File: src/rtl/dtr_pkg.sv
package dtr_pkg;
  localparam int NCH    = 2;
  localparam int DW     = 8;
  localparam int CW     = 2 * DW;
  localparam int AW     = 3;
  localparam int IEN_B  = 4;
  localparam int FRZ_B  = 6;

  // address class from addr[2:1]; channel from addr[0]
  typedef enum logic [1:0] {
    K_NONE = 2'b00,
    K_MSB  = 2'b01,
    K_LSB  = 2'b10,
    K_CTL  = 2'b11
  } acls_e;
endpackage

File: src/rtl/dtr_bus_port.sv
module dtr_bus_port
  import dtr_pkg::*;
(
  input  logic          clk_i,
  input  logic          rst_ni,
  input  logic          cs_i,
  input  logic          wr_i,
  input  logic [AW-1:0] addr_i,
  input  logic [DW-1:0] wdata_i,
  output logic          commit_o,
  output logic [AW-1:0] cmt_addr_o,
  output logic [DW-1:0] cmt_data_o
);
  logic wr_act, wr_q;
  assign wr_act = wr_i & cs_i;

  always_ff @(posedge clk_i or negedge rst_ni) begin
    if (!rst_ni) begin
      wr_q       <= 1'b0;
      cmt_addr_o <= '0;
      cmt_data_o <= '0;
    end else begin
      wr_q <= wr_act;
      if (wr_act) begin
        cmt_addr_o <= addr_i;
        cmt_data_o <= wdata_i;
      end
    end
  end

  // trailing edge of a selected strobe
  assign commit_o = wr_q & ~wr_act;

  p_commit_single_r1: assert property (@(posedge clk_i) disable iff (!rst_ni)
    commit_o |=> !commit_o);
endmodule

File: src/rtl/dtr_chan.sv
module dtr_chan
  import dtr_pkg::*;
(
  input  logic          clk_i,
  input  logic          rst_ni,
  input  logic          we_msb_i,
  input  logic          we_lsb_i,
  input  logic          we_ctl_i,
  input  logic [DW-1:0] wdata_i,
  input  logic [CW-1:0] count_i,
  input  logic          tick_i,
  input  logic          timeout_i,
  input  logic          level_i,
  output logic [CW-1:0] preload_o,
  output logic [DW-1:0] ctrl_o,
  output logic          ctrl_wr_o,
  output logic [CW-1:0] hold_o,
  output logic          flag_o,
  output logic          tout_o,
  output logic          tout_no
);
  logic pend_q;

  always_ff @(posedge clk_i or negedge rst_ni) begin
    if (!rst_ni) begin
      preload_o <= '0;
      ctrl_o    <= '0;
      ctrl_wr_o <= 1'b0;
      hold_o    <= '0;
      pend_q    <= 1'b0;
      flag_o    <= 1'b0;
      tout_o    <= 1'b0;
    end else begin
      if (we_msb_i) preload_o[CW-1:DW] <= wdata_i;
      if (we_lsb_i) preload_o[DW-1:0]  <= wdata_i;
      if (we_ctl_i) ctrl_o <= wdata_i;
      ctrl_wr_o <= we_ctl_i;

      if (we_ctl_i && wdata_i[FRZ_B]) pend_q <= 1'b1;
      else if (tick_i)                pend_q <= 1'b0;

      if (!ctrl_o[FRZ_B])         hold_o <= count_i;
      else if (pend_q && tick_i)  hold_o <= count_i;

      if (we_ctl_i)                          flag_o <= 1'b0;
      else if (timeout_i && ctrl_o[IEN_B])   flag_o <= 1'b1;

      tout_o <= level_i;
    end
  end

  assign tout_no = ~tout_o;

  p_ctl_wr_r3: assert property (@(posedge clk_i) disable iff (!rst_ni)
    we_ctl_i |=> ctrl_wr_o && (ctrl_o == $past(wdata_i)));
  p_flag_set_r5: assert property (@(posedge clk_i) disable iff (!rst_ni)
    timeout_i && ctrl_o[IEN_B] && !we_ctl_i |=> flag_o);
  p_flag_clear_r6: assert property (@(posedge clk_i) disable iff (!rst_ni)
    we_ctl_i |=> !flag_o);
  p_frozen_r7: assert property (@(posedge clk_i) disable iff (!rst_ni)
    ctrl_o[FRZ_B] && !pend_q && !we_ctl_i |=> $stable(hold_o));
  p_tout_r10: assert property (@(posedge clk_i) disable iff (!rst_ni)
    $rose(tout_o) |-> $past(level_i));
endmodule

File: src/rtl/dtr_rd_mux.sv
module dtr_rd_mux
  import dtr_pkg::*;
(
  input  logic                     cs_i,
  input  logic                     rd_i,
  input  logic [AW-1:0]            addr_i,
  input  logic [NCH-1:0][CW-1:0]   hold_i,
  input  logic [DW-1:0]            status_i,
  output logic [DW-1:0]            rdata_o,
  output logic                     rdata_oe_o
);
  acls_e cls;
  assign cls        = acls_e'(addr_i[2:1]);
  assign rdata_oe_o = cs_i & rd_i;

  always_comb begin
    rdata_o = '0;
    if (rdata_oe_o) begin
      unique case (cls)
        K_MSB:   rdata_o = hold_i[addr_i[0]][CW-1:DW];
        K_LSB:   rdata_o = hold_i[addr_i[0]][DW-1:0];
        K_CTL:   rdata_o = status_i;
        default: rdata_o = '0;
      endcase
    end
  end
endmodule

File: src/rtl/dual_timer_regs.sv
module dual_timer_regs
  import dtr_pkg::*;
(
  input  logic                   clk_i,
  input  logic                   rst_ni,
  input  logic                   cs_i,
  input  logic                   wr_i,
  input  logic                   rd_i,
  input  logic [AW-1:0]          addr_i,
  input  logic [DW-1:0]          wdata_i,
  output logic [DW-1:0]          rdata_o,
  output logic                   rdata_oe_o,
  input  logic [NCH-1:0][CW-1:0] count_i,
  input  logic [NCH-1:0]         tick_i,
  input  logic [NCH-1:0]         timeout_i,
  input  logic [NCH-1:0]         level_i,
  output logic [NCH-1:0][CW-1:0] preload_o,
  output logic [NCH-1:0][DW-1:0] ctrl_o,
  output logic [NCH-1:0]         ctrl_wr_o,
  output logic                   irq_no,
  output logic [NCH-1:0]         tout_o,
  output logic [NCH-1:0]         tout_no
);
  logic                   commit;
  logic [AW-1:0]          c_addr;
  logic [DW-1:0]          c_data;
  logic [NCH-1:0][CW-1:0] hold;
  logic [NCH-1:0]         flag;
  logic [DW-1:0]          status;

  dtr_bus_port u_port (
    .clk_i, .rst_ni, .cs_i, .wr_i, .addr_i, .wdata_i,
    .commit_o(commit), .cmt_addr_o(c_addr), .cmt_data_o(c_data)
  );

  for (genvar ch = 0; ch < NCH; ch++) begin : g_ch
    logic hit;
    assign hit = commit && (c_addr[0] == ch[0]);

    dtr_chan u_chan (
      .clk_i, .rst_ni,
      .we_msb_i (hit && c_addr[2:1] == K_MSB),
      .we_lsb_i (hit && c_addr[2:1] == K_LSB),
      .we_ctl_i (hit && c_addr[2:1] == K_CTL),
      .wdata_i  (c_data),
      .count_i  (count_i[ch]),
      .tick_i   (tick_i[ch]),
      .timeout_i(timeout_i[ch]),
      .level_i  (level_i[ch]),
      .preload_o(preload_o[ch]),
      .ctrl_o   (ctrl_o[ch]),
      .ctrl_wr_o(ctrl_wr_o[ch]),
      .hold_o   (hold[ch]),
      .flag_o   (flag[ch]),
      .tout_o   (tout_o[ch]),
      .tout_no  (tout_no[ch])
    );
    assign status[DW-1-ch] = flag[ch];
  end
  assign status[DW-1-NCH:0] = '0;
  assign irq_no = ~|flag;

  dtr_rd_mux u_mux (
    .cs_i, .rd_i, .addr_i, .hold_i(hold), .status_i(status),
    .rdata_o, .rdata_oe_o
  );

  p_status_pad_r4: assert property (@(posedge clk_i) disable iff (!rst_ni)
    rdata_oe_o && addr_i[2:1] == 2'b11 |-> rdata_o[DW-1-NCH:0] == '0);
endmodule

File: config.mk
export PLATFORM = sky130hd
export DESIGN_NAME = dual_timer_regs
export DESIGN_NICKNAME = d
export VERILOG_FILES = /design/src/rtl/dtr_pkg.sv /design/src/rtl/dtr_bus_port.sv /design/src/rtl/dtr_chan.sv /design/src/rtl/dtr_rd_mux.sv /design/src/rtl/dual_timer_regs.sv
export SDC_FILE = /design/constraint.sdc
export NUM_CORES = 1
export LEC_CHECK = 0
export ABC_AREA = 0
export BUFFER_PORTS_ARGS = -buffer_cell sky130_fd_sc_hd__buf_4
export CAP_MARGIN = 0
export CELL_PAD_IN_SITES_DETAIL_PLACEMENT = 1
export CELL_PAD_IN_SITES_GLOBAL_PLACEMENT = 1
export CORE_MARGIN = 4
export CORE_UTILIZATION = 35
export DETAILED_ROUTE_END_ITERATION = 6
export PLACE_DENSITY_LB_ADDON = 0.1
export SLEW_MARGIN = 5
export SYNTH_ARGS = -nofsm -noshare
export SYNTH_HDL_FRONTEND = slang
export SYNTH_HIERARCHICAL = 1
export SYNTH_SLANG_ARGS = --single-unit
File: constraint.sdc
create_clock -name clk_i -period 1.49 [get_ports clk_i]
set_input_delay 0.2235 -clock clk_i [delete_from_list [all_inputs] [get_ports clk_i]]
set_output_delay 0.2235 -clock clk_i [all_outputs]
set_load 0.1 [all_outputs]
==> flow_metrics.env, run 1 <==
export IMPL_status="finished with violations"
export IMPL_violations="setup timing"
export IMPL_area_growth_pct=48.4
export IMPL_coreArea_um2=11700
export IMPL_die_x_um=118
export IMPL_synth_cell_types=25
export IMPL_track_usage_pct=15.9
export IMPL_drv_slew=0
export IMPL_cts_tree="yes"
export IMPL_grt_antenna_before_repair=0
export IMPL_r2r_cells=2
export IMPL_path_cells="mux2_4 -> mux2i_4 -> o22ai_4 -> buf_12"
export IMPL_clock_latency_ns=0.34
export IMPL_cap_violations=0
export IMPL_fmax_mhz=589
export IMPL_synth_seq_cells=100
export IMPL_start_util_pct=36.5
export IMPL_fin_skew_ns=0.00916
export IMPL_num_vias=2696
export IMPL_hold_path_class="in -> reg"
export IMPL_drive_above_1_share_pct=68.7
export IMPL_crit_path_top_delay_cell="dfrtp_1"
export IMPL_fin_crit_sh_pct=114
export IMPL_io_pins=118
export IMPL_finalInstanceArea_um2=6310
export IMPL_whs_path_depth=2
export IMPL_hold_viol=0
export IMPL_clkTransAtPathRegs_ns=0.07
export IMPL_diodes=0
export IMPL_numCtsBuffers=9
export IMPL_dieArea_um2=14000
export IMPL_grt_overflow=0
export IMPL_grt_max_degree=31
export IMPL_utilization_pct=54.1
export IMPL_synth_top_area_share_pct=58.9
export IMPL_critPathRequiredTime_ns=1.27
export IMPL_synth_area_um2=4250
export IMPL_first_global_vias=3113
export IMPL_path_class="reg -> out"
export IMPL_synth_area_leaders="dfrtp_1, mux2_2, mux2_4"
export IMPL_worst_setup_path_end_kind="output pin"
export IMPL_syn_avg_cell_area_um2=16.0
export IMPL_dr_pass1_iters=4
export IMPL_layout_min_cycle_time_ns=1.70
export IMPL_wl_per_cell_um=18.8
export IMPL_synthCells=265
export IMPL_root_buffer="clkbuf_16"
export IMPL_rsz0062_at_grt="true"
export IMPL_wirelength_um=10800
export IMPL_worst_slack_ns=-0.208
export IMPL_setup_viol=8
export IMPL_die_y_um=118
export IMPL_synth_yosys_warnings=6
export IMPL_final_nets=477
export IMPL_vias_per_cell=4.72
export IMPL_drtAntennaViolNets=0
export IMPL_cts_sinks=100
export IMPL_max_stage_delay_ns=0.41
export IMPL_grt_pass1_wl_um=17200
export IMPL_htreeDepth=3
export IMPL_rows=39
export IMPL_cp_start_kind="flip-flop"
export IMPL_arrival_ns=1.47
export IMPL_yosys_area_top_type="dfrtp_1"
export IMPL_place_area_um2=5630
export IMPL_initialDrtViolationCount=101
export IMPL_drc=0
export IMPL_io_buffers=117
export IMPL_ys_seq_area_share_pct=58.9
export IMPL_dpl_hpwl_um=7840
export IMPL_clock_path_buffers=2
export IMPL_place_congestion=0.770
export IMPL_critPathMaxFanout=2
[cell families (layout without fill, tap and decap cells)]
family	count (synthesis)	count (layout)	share of synthesized area [%]
other	1	6	0.0882
AO/OA/AOI/OAI	16	16	2.77
buffers and inverters	19	177	3.44
AND/OR/NAND/NOR	16	16	2.74
flip-flops	100	100	58.9
multiplexers	113	113	32.1
[state kept, by name, indices dropped and copies added (netlist names)]
register               flops
g_ch.u_chan/tout_o         2
g_ch.u_chan/pend_q         2
u_port/wr_q                1
u_port/cmt_data_o          8
g_ch.u_chan/ctrl_o        16
g_ch.u_chan/ctrl_wr_o      2
g_ch.u_chan/hold_o        32
u_port/cmt_addr_o          3
g_ch.u_chan/preload_o     32
g_ch.u_chan/flag_o         2
[timing repair]
| item | CTS | global route |
|---|---|---|
| pin swaps | 4 | 4 |
| setup endpoints to repair | 8 | 9 |
| hold buffers | 3 | 0 |
| endpoints found under the hold margin | 21 | 0 |
| setup buffers | 8 | 3 |
| resized for setup | 41 | 5 |
[final timing paths]
kind	from	slack (ns)	to
max reg2reg	u_port/cmt_addr_o[1]	0.09	g_ch[1].u_chan/preload_o[6]
max	g_ch[0].u_chan/hold_o[8]	-0.21	rdata_o[0]
min	tick_i[1]	0.10	g_ch[1].u_chan/pend_q
min in group asynchronous	rst_ni	0.33	g_ch[1].u_chan/flag_o
min reg2reg	g_ch[0].u_chan/preload_o[11]	0.51	g_ch[0].u_chan/preload_o[11]
max in group asynchronous	rst_ni	0.51	g_ch[0].u_chan/hold_o[6]
[stage by stage]
step | hold slack [ns] | worst slack [ns] | TNS [ns] | std cells
6_report | 0.104 | -0.208 | -1.50 | 571
5_1_grt | 0.0936 | -0.257 | -1.90 | 571
4_1_cts | 0.0902 | -0.233 | -1.74 | 568
3_5_place_dp | 0.148 | -0.0815 | -0.838 | 541
3_3_place_gp | 0.151 | -0.0630 | -0.661 | 541
2_1_floorplan | -0.0721 | -0.663 | -6.13 | 270
[synth_stat cells (all sizes together)]
master,instances
a21boi,2
a21oi,2
and2,2
and4,1
and4b,3
and4bb,2
buf,12
conb,1
dfrtp,100
inv,7
mux2,97
mux2i,16
nand2,4
nand3b,1
nor2,3
o21ai,4
o22ai,8
[layout make-up]
cell class / count / area, µm²
inverters: 7 / 33.8
repair buffers: 154 / 1380
clock buffers: 11 / 243
clock inverters: 5 / 108
fillers: 1128 / 5350
multi-input cells: 151 / 1850
flip-flops and latches: 100 / 2520
well taps: 143 / 179
[worst max-delay path, delay by kind of cell (launching register included)]
kind                   cells  cell delay, ns
multiplexers               2            0.45
flip-flops                 1            0.41
buffers and inverters      1            0.17
AO/OA/AOI/OAI              1            0.10
[placed cells by master, fill, tap and decap left out, types with 2 or more instances in the layout]
cell             n
mux2i_1          8
clkbuf_16        9
a21boi_4         2
buf_12          17
inv_1            5
mux2_2          61
dlygate4sd3_1    3
o22ai_4          8
nor2_1           2
mux2i_4          7
mux2_4          36
dfrtp_4          4
bufinv_16        3
o21ai_0          4
buf_4          133
and4b_1          2
clkinvlp_4       2
nand2_1          3
dfrtp_1         96
a21oi_1          2
conb_1           6
[layer usage]
metal  GRT usage [%]  part of all wire [%]  vias up
met4            3.96                  0.69        0
met5               0                     0        -
met2            27.1                    51       68
met3            4.25                   4.0        6
li1                -                     -     1259
met1            20.2                    44     1363
Power of run 1 is left out: the tool's default activity adds up to more than one toggle a clock period on the data nets, which glitch-free logic cannot reach.
==> run 2, diff against run 1 <==
MAX_ROUTING_LAYER = met4   (was not set)
SETUP_SLACK_MARGIN = 0.05   (was not set)
SKIP_LAST_GASP = 1   (was not set)
==> run 2 against run 1 <==
  * Wire length grew 3.7%
  * Critical path depth is the same
  * Die area stayed put
  * Critical endpoint is now rdata_o[4]
  * Largest cell class unchanged
  * Worst hold slack lost 0.0060 ns
  * The flow still finishes with violations (setup timing)
  * Critical path type unchanged
==> flow_metrics.env, run 2 (same netlist as run 1, synthesis figures left out) <==
export IMPL_rows=39
export IMPL_die_x_um=118
export IMPL_hold_path_class="in -> reg"
export IMPL_clkTransAtPathRegs_ns=0.07
export IMPL_mostFrequentLayoutCells="buf_4, dfrtp_1, mux2_2"
export IMPL_busiest_layer="met2"
export IMPL_area_growth_pct=47.7
export IMPL_dieArea_um2=14000
export IMPL_drc=0
export IMPL_cap_violations=0
export IMPL_utilization_pct=53.8
export IMPL_place_congestion=0.736
export IMPL_grt_max_degree=46
export IMPL_path_class="reg -> out"
export IMPL_top_regs="g_ch.u_chan/hold_o (32), g_ch.u_chan/preload_o (32), g_ch.u_chan/ctrl_o (16)"
export IMPL_fin_skew_ns=0.00624
export IMPL_place_area_um2=5630
export IMPL_stdcell_count=578
export IMPL_diodes=0
export IMPL_start_util_pct=36.5
export IMPL_final_common_cell="buf_4"
export IMPL_io_pins=118
export IMPL_finalInstanceArea_um2=6280
export IMPL_drive_above_1_share_pct=69.0
export IMPL_io_buffers=117
export IMPL_wirelength_um=11200
export IMPL_dpl_cell_count=544
export IMPL_grt_antenna_before_repair=0
export IMPL_worst_slack_ns=-0.213
export IMPL_first_global_vias=3157
export IMPL_arrival_ns=1.48
export IMPL_clock_path_buffers=2
export IMPL_cts_tree="yes"
export IMPL_met2_usage_pct=25.4
export IMPL_crit_path_top_delay_cell="dfrtp_1"
export IMPL_cp_start_kind="flip-flop"
export IMPL_crit_buf_inv=1
export IMPL_dpl_hpwl_um=8000
export IMPL_coreArea_um2=11700
export IMPL_fillers=1138
export IMPL_cpLargestDelayFamily="multiplexers"
export IMPL_max_stage_delay_ns=0.40
export IMPL_grt_pass1_wl_um=17700
export IMPL_cts_sinks=100
export IMPL_root_buffer="clkbuf_16"
export IMPL_vias_per_cell=4.83
export IMPL_htreeDepth=3
export IMPL_drv_slew=0
export IMPL_violations="setup timing"
export IMPL_fin_crit_sh_pct=114
export IMPL_path_cells="mux2_4 -> mux2i_4 -> o22ai_4 -> buf_12"
export IMPL_layout_min_cycle_time_ns=1.70
export IMPL_status="finished with violations"
export IMPL_rsz0062_at_grt="true"
export IMPL_fmax_mhz=587
export IMPL_use_met3_pct=4.20
export IMPL_wl_per_cell_um=19.3
export IMPL_hold_viol=0
export IMPL_setup_viol=8
export IMPL_initialDrtViolationCount=69
export IMPL_track_usage_pct=16.9
export IMPL_num_vias=2790
export IMPL_final_nets=484
export IMPL_critPathRequiredTime_ns=1.27
export IMPL_critPathMaxFanout=2
export IMPL_drtAntennaViolNets=0
export IMPL_met1_usage_pct=22.1
export IMPL_clock_latency_ns=0.34
export IMPL_die_y_um=118
export IMPL_dr_pass1_iters=4
export IMPL_worst_setup_path_end_kind="output pin"
export IMPL_numCtsBuffers=9
export IMPL_grt_overflow=0
export IMPL_holdWs_ns=0.0984
==> run 2: path summary, 6_finish.rpt <==
check,from,to,slack [ns],depth (start not counted)
hold / removal,tick_i[1],g_ch[1].u_chan/pend_q,0.1,2
min in group asynchronous,rst_ni,g_ch[0].u_chan/hold_o[0],0.31,2
setup / recovery,g_ch[1].u_chan/hold_o[12],rdata_o[4],-0.21,4
hold reg to reg,g_ch[0].u_chan/ctrl_o[5],g_ch[0].u_chan/ctrl_o[5],0.51,1
max in group asynchronous,rst_ni,g_ch[0].u_chan/hold_o[5],0.56,3
setup reg to reg,u_port/cmt_addr_o[1],g_ch[1].u_chan/preload_o[4],0.11,2
==> run 2: through the flow <==
step	setup slack, ns	setup TNS, ns
final	-0.213	-1.56
after global routing	-0.269	-1.96
after CTS	-0.244	-1.80
after detailed placement	-0.139	-0.908
after global placement	-0.125	-0.714
after floorplan	-0.663	-6.13
==> run 2: layout make-up <==
cell class	instances	area (µm²)	share of cell area (%)
clock buffer	12	246	3.93
timing repair buffer	161	1410	22.5
inverter	7	33.8	0.538
multi-input combinational	151	1860	29.6
clock inverter	4	33.8	0.538
sequential	100	2520	40.1
tap	143	179	2.85
==> run 2: routing by layer <==
layer / part of all wire (%) / vias up / wire length [µm]
met5: 0 / - / 0
met4: 1.8 / 0 / 206
met3: 5.3 / 13 / 592
met2: 48 / 75 / 5300
met1: 45 / 1428 / 5050
li1: - / 1274 / -
==> run 2: worst register-to-register path, delay by kind of cell (launching register included) <==
family | cells | cell delay (ns)
simple gates | 1 | 0.47
flops | 1 | 0.44
mux | 1 | 0.36
==> run 2: timing repair <==
action / in CTS / in global routing
setup buffers: 8 / 7
gates resized for setup: 40 / 8
setup endpoints to repair: 8 / 16
pin swaps: 3 / 3
cloned: 0 / 0
endpoints found under the hold margin: 19 / 0
hold buffers: 3 / 0
Power of run 2 is left out for the same reason.
